File: src/rtl/rxf_pkg.sv
package rxf_pkg;
  localparam int unsigned CHAR_W = 8;

  typedef struct packed {
    logic [CHAR_W-1:0] data;
    logic              par;
    logic              ovr;
  } rxf_entry_t;
endpackage

File: src/rtl/rxf_store.sv
module rxf_store
  import rxf_pkg::*;
#(
  parameter int unsigned SLOTS = 4
) (
  input  logic       clk_i,
  input  logic       rst_ni,
  input  logic       push_i,
  input  rxf_entry_t push_ent_i,
  input  logic       pop_i,
  output rxf_entry_t head_o,
  output logic       nonempty_o
);
  localparam int unsigned PW = (SLOTS > 1) ? $clog2(SLOTS) : 1;
  localparam int unsigned CW = $clog2(SLOTS + 1);
  localparam logic [PW-1:0] LAST = PW'(SLOTS - 1);
  localparam logic [CW-1:0] FULL = CW'(SLOTS);

  rxf_entry_t    mem_q [SLOTS];
  logic [PW-1:0] rd_ptr_q, wr_ptr_q, newest;
  logic [CW-1:0] cnt_q;
  logic          pop_fire, push_norm, push_ovr;
  rxf_entry_t    wr_ent;

  function automatic logic [PW-1:0] ptr_inc(input logic [PW-1:0] p);
    return (p == LAST) ? '0 : p + 1'b1;
  endfunction

  assign pop_fire  = pop_i && (cnt_q != '0);
  assign push_norm = push_i && ((cnt_q != FULL) || pop_fire);
  assign push_ovr  = push_i && (cnt_q == FULL) && !pop_fire;
  assign newest    = (wr_ptr_q == '0) ? LAST : wr_ptr_q - 1'b1;

  always_comb begin
    wr_ent     = push_ent_i;
    wr_ent.ovr = push_ent_i.ovr | push_ovr;
  end

  for (genvar i = 0; i < SLOTS; i++) begin : g_slot
    logic we;
    assign we = (push_norm && wr_ptr_q == PW'(i)) || (push_ovr && newest == PW'(i));
    always_ff @(posedge clk_i or negedge rst_ni) begin
      if (!rst_ni)  mem_q[i] <= '0;
      else if (we)  mem_q[i] <= wr_ent;
    end
  end

  always_ff @(posedge clk_i or negedge rst_ni) begin
    if (!rst_ni) begin
      rd_ptr_q <= '0;
      wr_ptr_q <= '0;
      cnt_q    <= '0;
    end else begin
      if (pop_fire)  rd_ptr_q <= ptr_inc(rd_ptr_q);
      if (push_norm) wr_ptr_q <= ptr_inc(wr_ptr_q);
      case ({push_norm, pop_fire})
        2'b10:   cnt_q <= cnt_q + 1'b1;
        2'b01:   cnt_q <= cnt_q - 1'b1;
        default: cnt_q <= cnt_q;
      endcase
    end
  end

  assign nonempty_o = (cnt_q != '0);
  assign head_o     = mem_q[rd_ptr_q];
endmodule

File: src/rtl/rxf_status.sv
module rxf_status
  import rxf_pkg::*;
(
  input  logic       clk_i,
  input  logic       rst_ni,
  input  rxf_entry_t head_i,
  input  logic       nonempty_i,
  input  logic       err_reset_i,
  input  logic       par_chk_en_i,
  output logic       stat_par_o,
  output logic       stat_ovr_o,
  output logic       src_o
);
  logic sticky_par_q, sticky_ovr_q;
  logic head_par, head_ovr;

  assign head_par = nonempty_i && head_i.par;
  assign head_ovr = nonempty_i && head_i.ovr;

  always_ff @(posedge clk_i or negedge rst_ni) begin
    if (!rst_ni) begin
      sticky_par_q <= 1'b0;
      sticky_ovr_q <= 1'b0;
    end else if (err_reset_i) begin
      sticky_par_q <= 1'b0;
      sticky_ovr_q <= 1'b0;
    end else begin
      sticky_par_q <= sticky_par_q | head_par;
      sticky_ovr_q <= sticky_ovr_q | head_ovr;
    end
  end

  assign stat_par_o = sticky_par_q | head_par;
  assign stat_ovr_o = sticky_ovr_q | head_ovr;
  assign src_o      = head_ovr | (head_par & par_chk_en_i);
endmodule

File: src/rtl/rxf_hold.sv
module rxf_hold (
  input  logic clk_i,
  input  logic rst_ni,
  input  logic first_only_i,
  input  logic src_i,
  input  logic err_reset_i,
  output logic hold_o
);
  logic hold_q, trig;

  assign trig = first_only_i && src_i;

  always_ff @(posedge clk_i or negedge rst_ni) begin
    if (!rst_ni)          hold_q <= 1'b0;
    else if (err_reset_i) hold_q <= 1'b0;
    else if (trig)        hold_q <= 1'b1;
  end

  // trig covers the cycle a faulty character first reaches the head
  assign hold_o = hold_q | trig;
endmodule

File: src/rtl/rx_err_fifo.sv
module rx_err_fifo
  import rxf_pkg::*;
#(
  parameter int unsigned SLOTS = 4
) (
  input  logic              clk_i,
  input  logic              rst_ni,
  input  logic              rx_valid_i,
  input  logic [CHAR_W-1:0] rx_data_i,
  input  logic              rx_par_err_i,
  input  logic              brk_end_i,
  input  logic              par_chk_en_i,
  input  logic              first_only_i,
  input  logic              rd_data_i,
  input  logic              err_reset_i,
  output logic [CHAR_W-1:0] data_o,
  output logic              rx_avail_o,
  output logic              stat_parity_o,
  output logic              stat_overrun_o,
  output logic              src_req_o
);
  rxf_entry_t push_ent, head;
  logic       push, pop, nonempty, hold, src;

  assign push = rx_valid_i | brk_end_i;

  always_comb begin
    push_ent = '0;
    if (!brk_end_i) begin
      push_ent.data = rx_data_i;
      push_ent.par  = rx_par_err_i;
    end
  end

  // a read only pops when no hold; an error reset discards a held head
  assign pop = hold ? err_reset_i : rd_data_i;

  rxf_store #(.SLOTS(SLOTS)) i_store (
    .clk_i      (clk_i),
    .rst_ni     (rst_ni),
    .push_i     (push),
    .push_ent_i (push_ent),
    .pop_i      (pop),
    .head_o     (head),
    .nonempty_o (nonempty)
  );

  rxf_status i_status (
    .clk_i        (clk_i),
    .rst_ni       (rst_ni),
    .head_i       (head),
    .nonempty_i   (nonempty),
    .err_reset_i  (err_reset_i),
    .par_chk_en_i (par_chk_en_i),
    .stat_par_o   (stat_parity_o),
    .stat_ovr_o   (stat_overrun_o),
    .src_o        (src)
  );

  rxf_hold i_hold (
    .clk_i        (clk_i),
    .rst_ni       (rst_ni),
    .first_only_i (first_only_i),
    .src_i        (src),
    .err_reset_i  (err_reset_i),
    .hold_o       (hold)
  );

  assign src_req_o  = src;
  assign rx_avail_o = nonempty && !hold;
  assign data_o     = nonempty ? head.data : '0;
endmodule

File: config.mk
export PLATFORM = sky130hd
export DESIGN_NAME = rx_err_fifo
export DESIGN_NICKNAME = d
export VERILOG_FILES = /design/src/rtl/rxf_pkg.sv /design/src/rtl/rxf_store.sv /design/src/rtl/rxf_status.sv /design/src/rtl/rxf_hold.sv /design/src/rtl/rx_err_fifo.sv
export SDC_FILE = /design/constraint.sdc
export NUM_CORES = 1
export LEC_CHECK = 0
export ABC_AREA = 1
export BUFFER_PORTS_ARGS = -buffer_cell sky130_fd_sc_hd__buf_2
export CAP_MARGIN = 20
export CORE_MARGIN = 2
export CORE_UTILIZATION = 59
export DETAILED_ROUTE_END_ITERATION = 10
export HOLD_SLACK_MARGIN = 0.05
export MAX_ROUTING_LAYER = met4
export PLACE_DENSITY_LB_ADDON = 0.15
export SETUP_SLACK_MARGIN = 0.15
export SKIP_LAST_GASP = 1
export SLEW_MARGIN = 0
export SYNTH_ARGS = -nofsm -noshare
export SYNTH_HDL_FRONTEND = slang
export SYNTH_SLANG_ARGS = --single-unit
export TNS_END_PERCENT = 1
File: constraint.sdc
create_clock -name clk_i -period 5.73 [get_ports clk_i]
set_clock_uncertainty 0.2 [all_clocks]
set_input_delay 0.573 -clock clk_i [delete_from_list [all_inputs] [get_ports clk_i]]
set_output_delay 0.573 -clock clk_i [all_outputs]
set_load 0.02 [all_outputs]
==> impl_metrics.py, run 1 <==
metrics = {
    "status": {
        "outcome": "completed",
    },
    "finish": {
        "fillCellCount": 450,
        "antenna_cells": 0,
        "final_core_util": 0.642,
        "final_cell_mix": "nand2_1 (108), dfrtp_1 (50), nor2_1 (46)",
        "layout_commonest_cell": "nand2_1",
        "areaGrowthSynthToFinish_pct": 6.99,
        "drive_gt1_frac": 0.264,
        "nets": 409,
    },
    "critical_path": {
        "reg2reg_to": "i_store.cnt_q[2]",
        "start_kind": "flip-flop",
        "path_class": "reg2reg",
        "regToRegSetupSlack_ns": 2.68,
        "ff2ff_path_depth": 16,
        "endpoint_kind": "flip-flop",
        "crit_path_frequent_cell": "nand2_1",
        "reg2reg_from": "i_store.rd_ptr_q[0]",
        "slowest_stage": "dfrtp_1",
        "cp.required_ns": 5.74,
        "arrival_ns": 3.06,
        "cpPeakStageDelay_ns": 0.82,
        "path_max_fanout": 23,
        "crit_chain": "inv_2 > nand2_1 > nand3_1 > nand2_1 > nand2_1 > nand2_2 > nand2_4 > nand3_2 > nand2_1 > nor2_4 > nand2_1 > fa_1 > inv_1 > nand2_1 > nand3_1 > nand2_1",
    },
    "clock_tree": {
        "ctsRootBufferMaster": "clkbuf_8",
        "postCtsSetupBuffers": 0,
        "clockBufferDepth": 2,
        "clk_pin_slew_worst_paths_ns": 0.09,
        "cts_resized": 0,
        "cts_tree": "yes",
        "clk_latency_ns": 0.31,
        "cts_hold_buf": 0,
        "cts-buffers-inserted": 5,
        "clock-sinks": 50,
        "htree_num_levels": 2,
    },
    "logic_synthesis": {
        "synth_nets": 388,
        "yosys_warnings": 0,
        "synth_compound_area_frac": 0.0529,
        "synth_fa_ha_area_frac": 0.0314,
        "synthCells": 364,
        "synth_top_cell_area_share": 0.413,
        "syn_area_per_cell_um2": 8.31,
        "yosysTopAreaCell": "dfrtp_1",
        "synth_xor_area_frac": 0,
        "yosysSeqAreaShare": 0.413,
        "synthesis.area_um2": 3030,
        "synth_cell_type_count": 23,
        "muxShareOfSynthArea": 0,
        "synth_top_family_by_area": "simple AND/OR/NAND/NOR gates",
        "ys_top_cells_by_area": "dfrtp_1 (41%), nand3_2 (15%), nand2_1 (13%)",
        "ys_ff_latch": 50,
        "synth-simple-area-share": 0.415,
    },
    "drt": {
        "vias": 2369,
        "route.detailed.drc": 0,
        "wl_per_cell_um": 14.2,
        "drtIter0Drc": 172,
        "via_per_inst": 5.20,
        "firstDrtPassIters": 4,
        "ant_nets": 0,
        "routed_wl_mm": 6.47,
    },
    "placement": {
        "place_hpwl_mm": 4.60,
        "io_buffers": 28,
        "place_congestion": 0.833,
    },
    "sta": {
        "setup_tns_ns": 0,
        "hold_viol": 0,
        "setup_viol": 0,
        "final-max-slew-violation-count": 0,
        "fmax_mhz": 328,
        "period_needed_ns": 3.05,
        "worst-slew-pin-transition_ns": 0.718,
        "relSlewSlack": 0.522,
        "fin_crit_sh": 0.532,
        "rsz0062_at_grt": "false",
    },
    "power_and_ir_drop": {
        "power_frac_comb": 0.543,
        "p_per_area_nw_per_um2": 575,
        "power_w": 0.00186,
        "p_sw_frac": 0.494,
        "power.internal_w": 0.000943,
        "ir_worst_vdd_mv": 0.272,
        "seqPwrFrac": 0.341,
        "pwr-share-clk": 0.117,
        "power.switching_w": 0.000921,
        "p_leak_nw": 1.75,
    },
    "global_routing": {
        "grt_pass1_vias": 2174,
        "grt_pass1_wl_mm": 10.7,
        "grt_max_degree": 51,
        "grt_util_all_layers": 0.260,
        "overflow": 0,
        "antenna_found_initial": 0,
    },
    "worst_hold_path": {
        "hold_class": "in2async",
    },
    "floorplanning": {
        "core_um2": 5040,
        "initial_utilization": 0.600,
        "dieArea_um2": 5720,
        "die_w_um": 75.6,
        "rows": 26,
        "die_h_um": 75.6,
        "io_pins": 29,
    },
    "run": {
        "drv_cap": 0,
    },
}
-- metal layers --
| layer | up-vias | GRT usage | part of all wire |
|---|---|---|---|
| met2 | 41 | 0.373 | 0.45 |
| met3 | 7 | 0.0317 | 0.033 |
| li1 | 1182 | - | - |
| met1 | 1139 | 0.383 | 0.50 |
| met5 | - | - | 0 |
| met4 | 0 | 0.0877 | 0.014 |
-- sequential cells by signal (all words and copies together), names as in the netlist --
register               count
i_hold.hold_q              1
i_status.sticky_par_q      1
i_store.rd_ptr_q           2
i_store.mem_q             40
i_status.sticky_ovr_q      1
i_store.cnt_q              3
i_store.wr_ptr_q           2
-- stage by stage --
step | worst slack (ns) | cell area (µm²) | instances | hold WS, ns
floorplan | 3.34 | 3030 | 364 | 0.0774
global placement | 2.82 | 3140 | 448 | 0.257
detailed placement | 2.72 | 3140 | 448 | 0.272
CTS | 2.69 | 3240 | 456 | 0.188
finish | 2.68 | 3240 | 456 | 0.153
global route | 2.31 | 3240 | 456 | 0.234
-- critical path: cells and delay by family (launching register included) --
| kind | cells | cell delay, ns |
|---|---|---|
| and+or+nand+nor | 13 | 1.16 |
| DFF | 1 | 0.82 |
| buffers and inverters | 2 | 0.37 |
| adders and majority gates | 1 | 0.40 |
-- power groups by stage --
stage	registers [W]	logic [W]	clock network [W]
final	0.000635	0.00101	0.000217
after global routing	0.000654	0.00114	0.000235
after CTS	0.000631	0.00102	0.000222
after detailed placement	0.000639	0.00101	0
after global placement	0.000634	0.000991	0
after floorplan	0.000583	0.000856	0
-- cells by family (layout without fill, tap and decap cells) --
| logic type | Yosys count | count (layout) |
|---|---|---|
| and+or+nand+nor | 221 | 221 |
| buffers and inverters | 54 | 76 |
| DFF | 50 | 50 |
| AOI/OAI and AO/OA | 32 | 32 |
| adders and majority gates | 7 | 7 |
-- final cells by class --
type                       count  area [µm²]  share of cell area
multi-input combinational    260        1510               0.466
sequential                    50        1250               0.386
timing repair buffer          29         148              0.0456
inverter                      39         146              0.0452
clock inverter                 2        12.5             0.00386
clock buffer                   6        82.6              0.0255
tap                           70        87.6              0.0270
-- worst max-delay path by stage --
stage | to | slack, ns | start | cells after the start
floorplan | i_store.cnt_q[1] | 3.34 | i_store.rd_ptr_q[0] | 15
global placement | i_store.cnt_q[1] | 2.82 | i_store.rd_ptr_q[0] | 15
detailed placement | i_store.cnt_q[1] | 2.72 | i_store.rd_ptr_q[0] | 15
CTS | i_store.cnt_q[2] | 2.69 | i_store.rd_ptr_q[0] | 16
global route | i_store.cnt_q[2] | 2.31 | i_store.rd_ptr_q[0] | 16
finish | i_store.cnt_q[2] | 2.68 | i_store.rd_ptr_q[0] | 16
-- cell usage after synthesis --
cell type	n
inv_2	4
nand3_4	5
buf_2	2
buf_6	6
nand2_4	3
dfrtp_1	50
nand2_2	6
ha_1	6
nand3_1	6
nand3_2	44
buf_4	4
nor2_4	1
nor3_4	1
clkinv_1	1
inv_1	34
a21oi_1	11
nand2_1	108
nand2_8	1
o21ai_0	20
clkbuf_1	3
nor2_1	46
fa_1	1
o21ai_1	1
(Power assumes the default switching activity.)
==> inputs of run 2 (changes only) <==
ABC_AREA = 0   (was 1)
CORE_UTILIZATION = 53   (was 59)
clock period = 2.8 ns   (was 5.73 ns; I/O delays follow)
==> impl_metrics.py, run 2 <==
metrics = {
    "drt": {
        "wl_per_cell_um": 16.0,
        "routed_wl_mm": 5.29,
        "route.detailed.drc": 0,
        "vias": 1768,
        "via_per_inst": 5.36,
        "firstDrtPassIters": 4,
        "drtIter0Drc": 79,
        "ant_nets": 0,
    },
    "logic_synthesis": {
        "synth_cell_type_count": 39,
        "ys_ff_latch": 50,
        "synth_nets": 235,
        "synth_top_cell_area_share": 0.460,
        "synthesis.area_um2": 2720,
        "syn_area_per_cell_um2": 12.9,
        "yosys_warnings": 0,
        "synth_ff_type": "dfrtp_1",
        "synth_common_cells": "dfrtp_1 (50), mux2_2 (31), nand2_1 (14)",
        "synth_edf_count": 0,
        "async_flop_share": 1.00,
        "ys_top_cells_by_area": "dfrtp_1 (46%), mux2_2 (13%), mux4_2 (7.5%)",
        "yosysTopAreaCell": "dfrtp_1",
        "yosysSeqAreaShare": 0.460,
        "synthCells": 211,
        "synth_most_common_cell": "dfrtp_1",
    },
    "critical_path": {
        "crit_chain": "mux4_2 > a221oi_4 > mux2_4 > a21oi_4 > nand2_2 > fa_2 > a31o_2 > o211a_1",
        "cp.required_ns": 2.80,
        "path_max_fanout": 4,
        "arrival_ns": 2.89,
        "endpoint_kind": "flip-flop",
        "cpPeakStageDelay_ns": 0.55,
        "start_kind": "flip-flop",
        "path_class": "reg2reg",
        "slowest_stage": "mux4_2",
    },
    "finish": {
        "regMostFlops": "i_store.mem_q",
        "final_core_util": 0.645,
        "layout_commonest_cell": "dfrtp_1",
        "fillCellCount": 410,
        "areaGrowthSynthToFinish_pct": 19.6,
        "reg_top3": "i_store.mem_q (40), i_store.cnt_q (3)",
        "final_cell_mix": "dfrtp_1 (50), mux2_2 (30), buf_2 (28)",
        "layout.cells.non_filler": 330,
        "seqCellArea_um2": 1250,
        "largest_register_ffs": 40,
        "drive_gt1_frac": 0.458,
        "nets": 283,
        "antenna_cells": 0,
        "multi_input_area_um2": 1440,
    },
    "sta": {
        "fmax_mhz": 345,
        "setup_tns_ns": -1.30,
        "fin_crit_sh": 1.03,
        "rsz0062_at_grt": "true",
        "hold-worst-slack_ns": 0.0903,
        "final-max-slew-violation-count": 0,
        "hold_viol": 0,
        "setup_ws_ns": -0.0973,
        "worst-slew-pin-transition_ns": 0.590,
        "setup_viol": 36,
        "relSlewSlack": 0.604,
        "period_needed_ns": 2.90,
    },
    "global_routing": {
        "overflow": 0,
        "antenna_found_initial": 0,
        "grt_max_degree": 33,
        "grt_pass1_vias": 1687,
        "grt_pass1_wl_mm": 8.34,
        "grt_util_all_layers": 0.207,
    },
    "clock_tree": {
        "clockBufferDepth": 2,
        "cts_tree": "yes",
        "ctsRootBufferMaster": "clkbuf_8",
        "clk_latency_ns": 0.30,
        "clk_pin_slew_worst_paths_ns": 0.09,
        "htree_num_levels": 2,
        "cts-buffers-inserted": 5,
        "clock-sinks": 50,
    },
    "run": {
        "drv_cap": 0,
    },
    "floorplanning": {
        "die_w_um": 75.6,
        "io_pins": 29,
        "core_um2": 5040,
        "die_h_um": 75.6,
        "initial_utilization": 0.539,
        "rows": 26,
        "dieArea_um2": 5720,
    },
    "power_and_ir_drop": {
        "power_w": 0.00386,
        "p_leak_nw": 1.50,
        "ir_worst_vdd_mv": 0.679,
        "p_per_area_nw_per_um2": 1190,
    },
    "status": {
        "outcome": "finished with violations",
        "violations": "negative setup slack",
    },
    "placement": {
        "io_buffers": 28,
        "place_hpwl_mm": 3.84,
        "dp.cells": 318,
        "place_congestion": 0.791,
    },
    "worst_hold_path": {
        "hold_class": "in2reg",
    },
}
## run 2: changes by cell type in the layout (fill, tap and decap cells not counted), moves of 14 or more
cell	before	now
mux2_2	0	30
buf_4	1	15
inv_1	34	4
nand3_2	44	0
nor2_1	46	8
o21ai_0	20	6
nand2_1	108	13
## run 2: power by group
| group | leakage, nW | switching [W] | total (W) | internal [W] |
|---|---|---|---|---|
| combinational | 0.809 | 0.000977 | 0.00217 | 0.00119 |
| clock | 0.0478 | 0.000249 | 0.000453 | 0.000204 |
| sequential | 0.640 | 0.000210 | 0.00124 | 0.00103 |
| total | 1.50 | 0.00144 | 0.00386 | 0.00243 |
## run 2: timing repair
item | in CTS | in global routing
setup endpoints to repair | 38 | 42
resized for setup | 1 | 1
hold endpoints to repair | 21 | 0
hold buffers | 2 | 0
pin swaps | 2 | 2
setup buffers | 1 | 1
## run 2: cell type report
class	instances	area share
repair buffers	50	0.112
inverters	4	0.00462
flip-flops and latches	50	0.385
clock buffers	6	0.0254
multi-input cells	148	0.441
well taps	70	0.0269
clock inverters	2	0.00500
## run 2: cell families (layout without fill, tap and decap cells)
kind of cell,Yosys count,after routing,share of synthesized area
flops,50,50,0.460
compound gates,25,25,0.0690
fa+ha+maj,7,7,0.0350
simple gates,59,59,0.114
xor+xnor,1,1,0.00322
mux,56,56,0.297
buf+inv,13,62,0.0212
## run 2: routing by layer
metal / vias to the layer above / track usage / routed length [µm]
met3: 2 / 0.0437 / 157
met2: 34 / 0.328 / 2610
li1: 851 / - / -
met1: 881 / 0.278 / 2510
met5: - / - / 0
met4: 0 / 0.0507 / 17
## run 2: worst max-delay path, delay by kind of cell, from the launching register on
family,cells,cell delay (ns)
fa+ha+maj,1,0.39
mux,2,0.90
flops,1,0.40
simple gates,1,0.08
compound gates,4,0.83
## run 2: through the flow
stage               cell area (µm²)  setup slack, ns
detailed placement             3110           -0.135
CTS                            3240          -0.0780
global placement               3110          -0.0527
floorplan                      2750           -0.258
finish                         3250          -0.0973
global route                   3250           -0.196
## run 2: final timing paths
path / to / cells after the start / slack, ns / start
setup / recovery: i_store.cnt_q[2] / 8 / -0.1 / i_store.rd_ptr_q[0]
hold / removal: i_hold.hold_q / 3 / 0.09 / first_only_i
setup reg to reg: i_store.cnt_q[2] / 8 / -0.1 / i_store.rd_ptr_q[0]
hold reg to reg: i_store.mem_q[19] / 1 / 0.31 / i_store.mem_q[19]
max in group asynchronous: i_status.sticky_par_q / 3 / 1.39 / rst_ni
min in group asynchronous: i_store.mem_q[6] / 2 / 0.24 / rst_ni
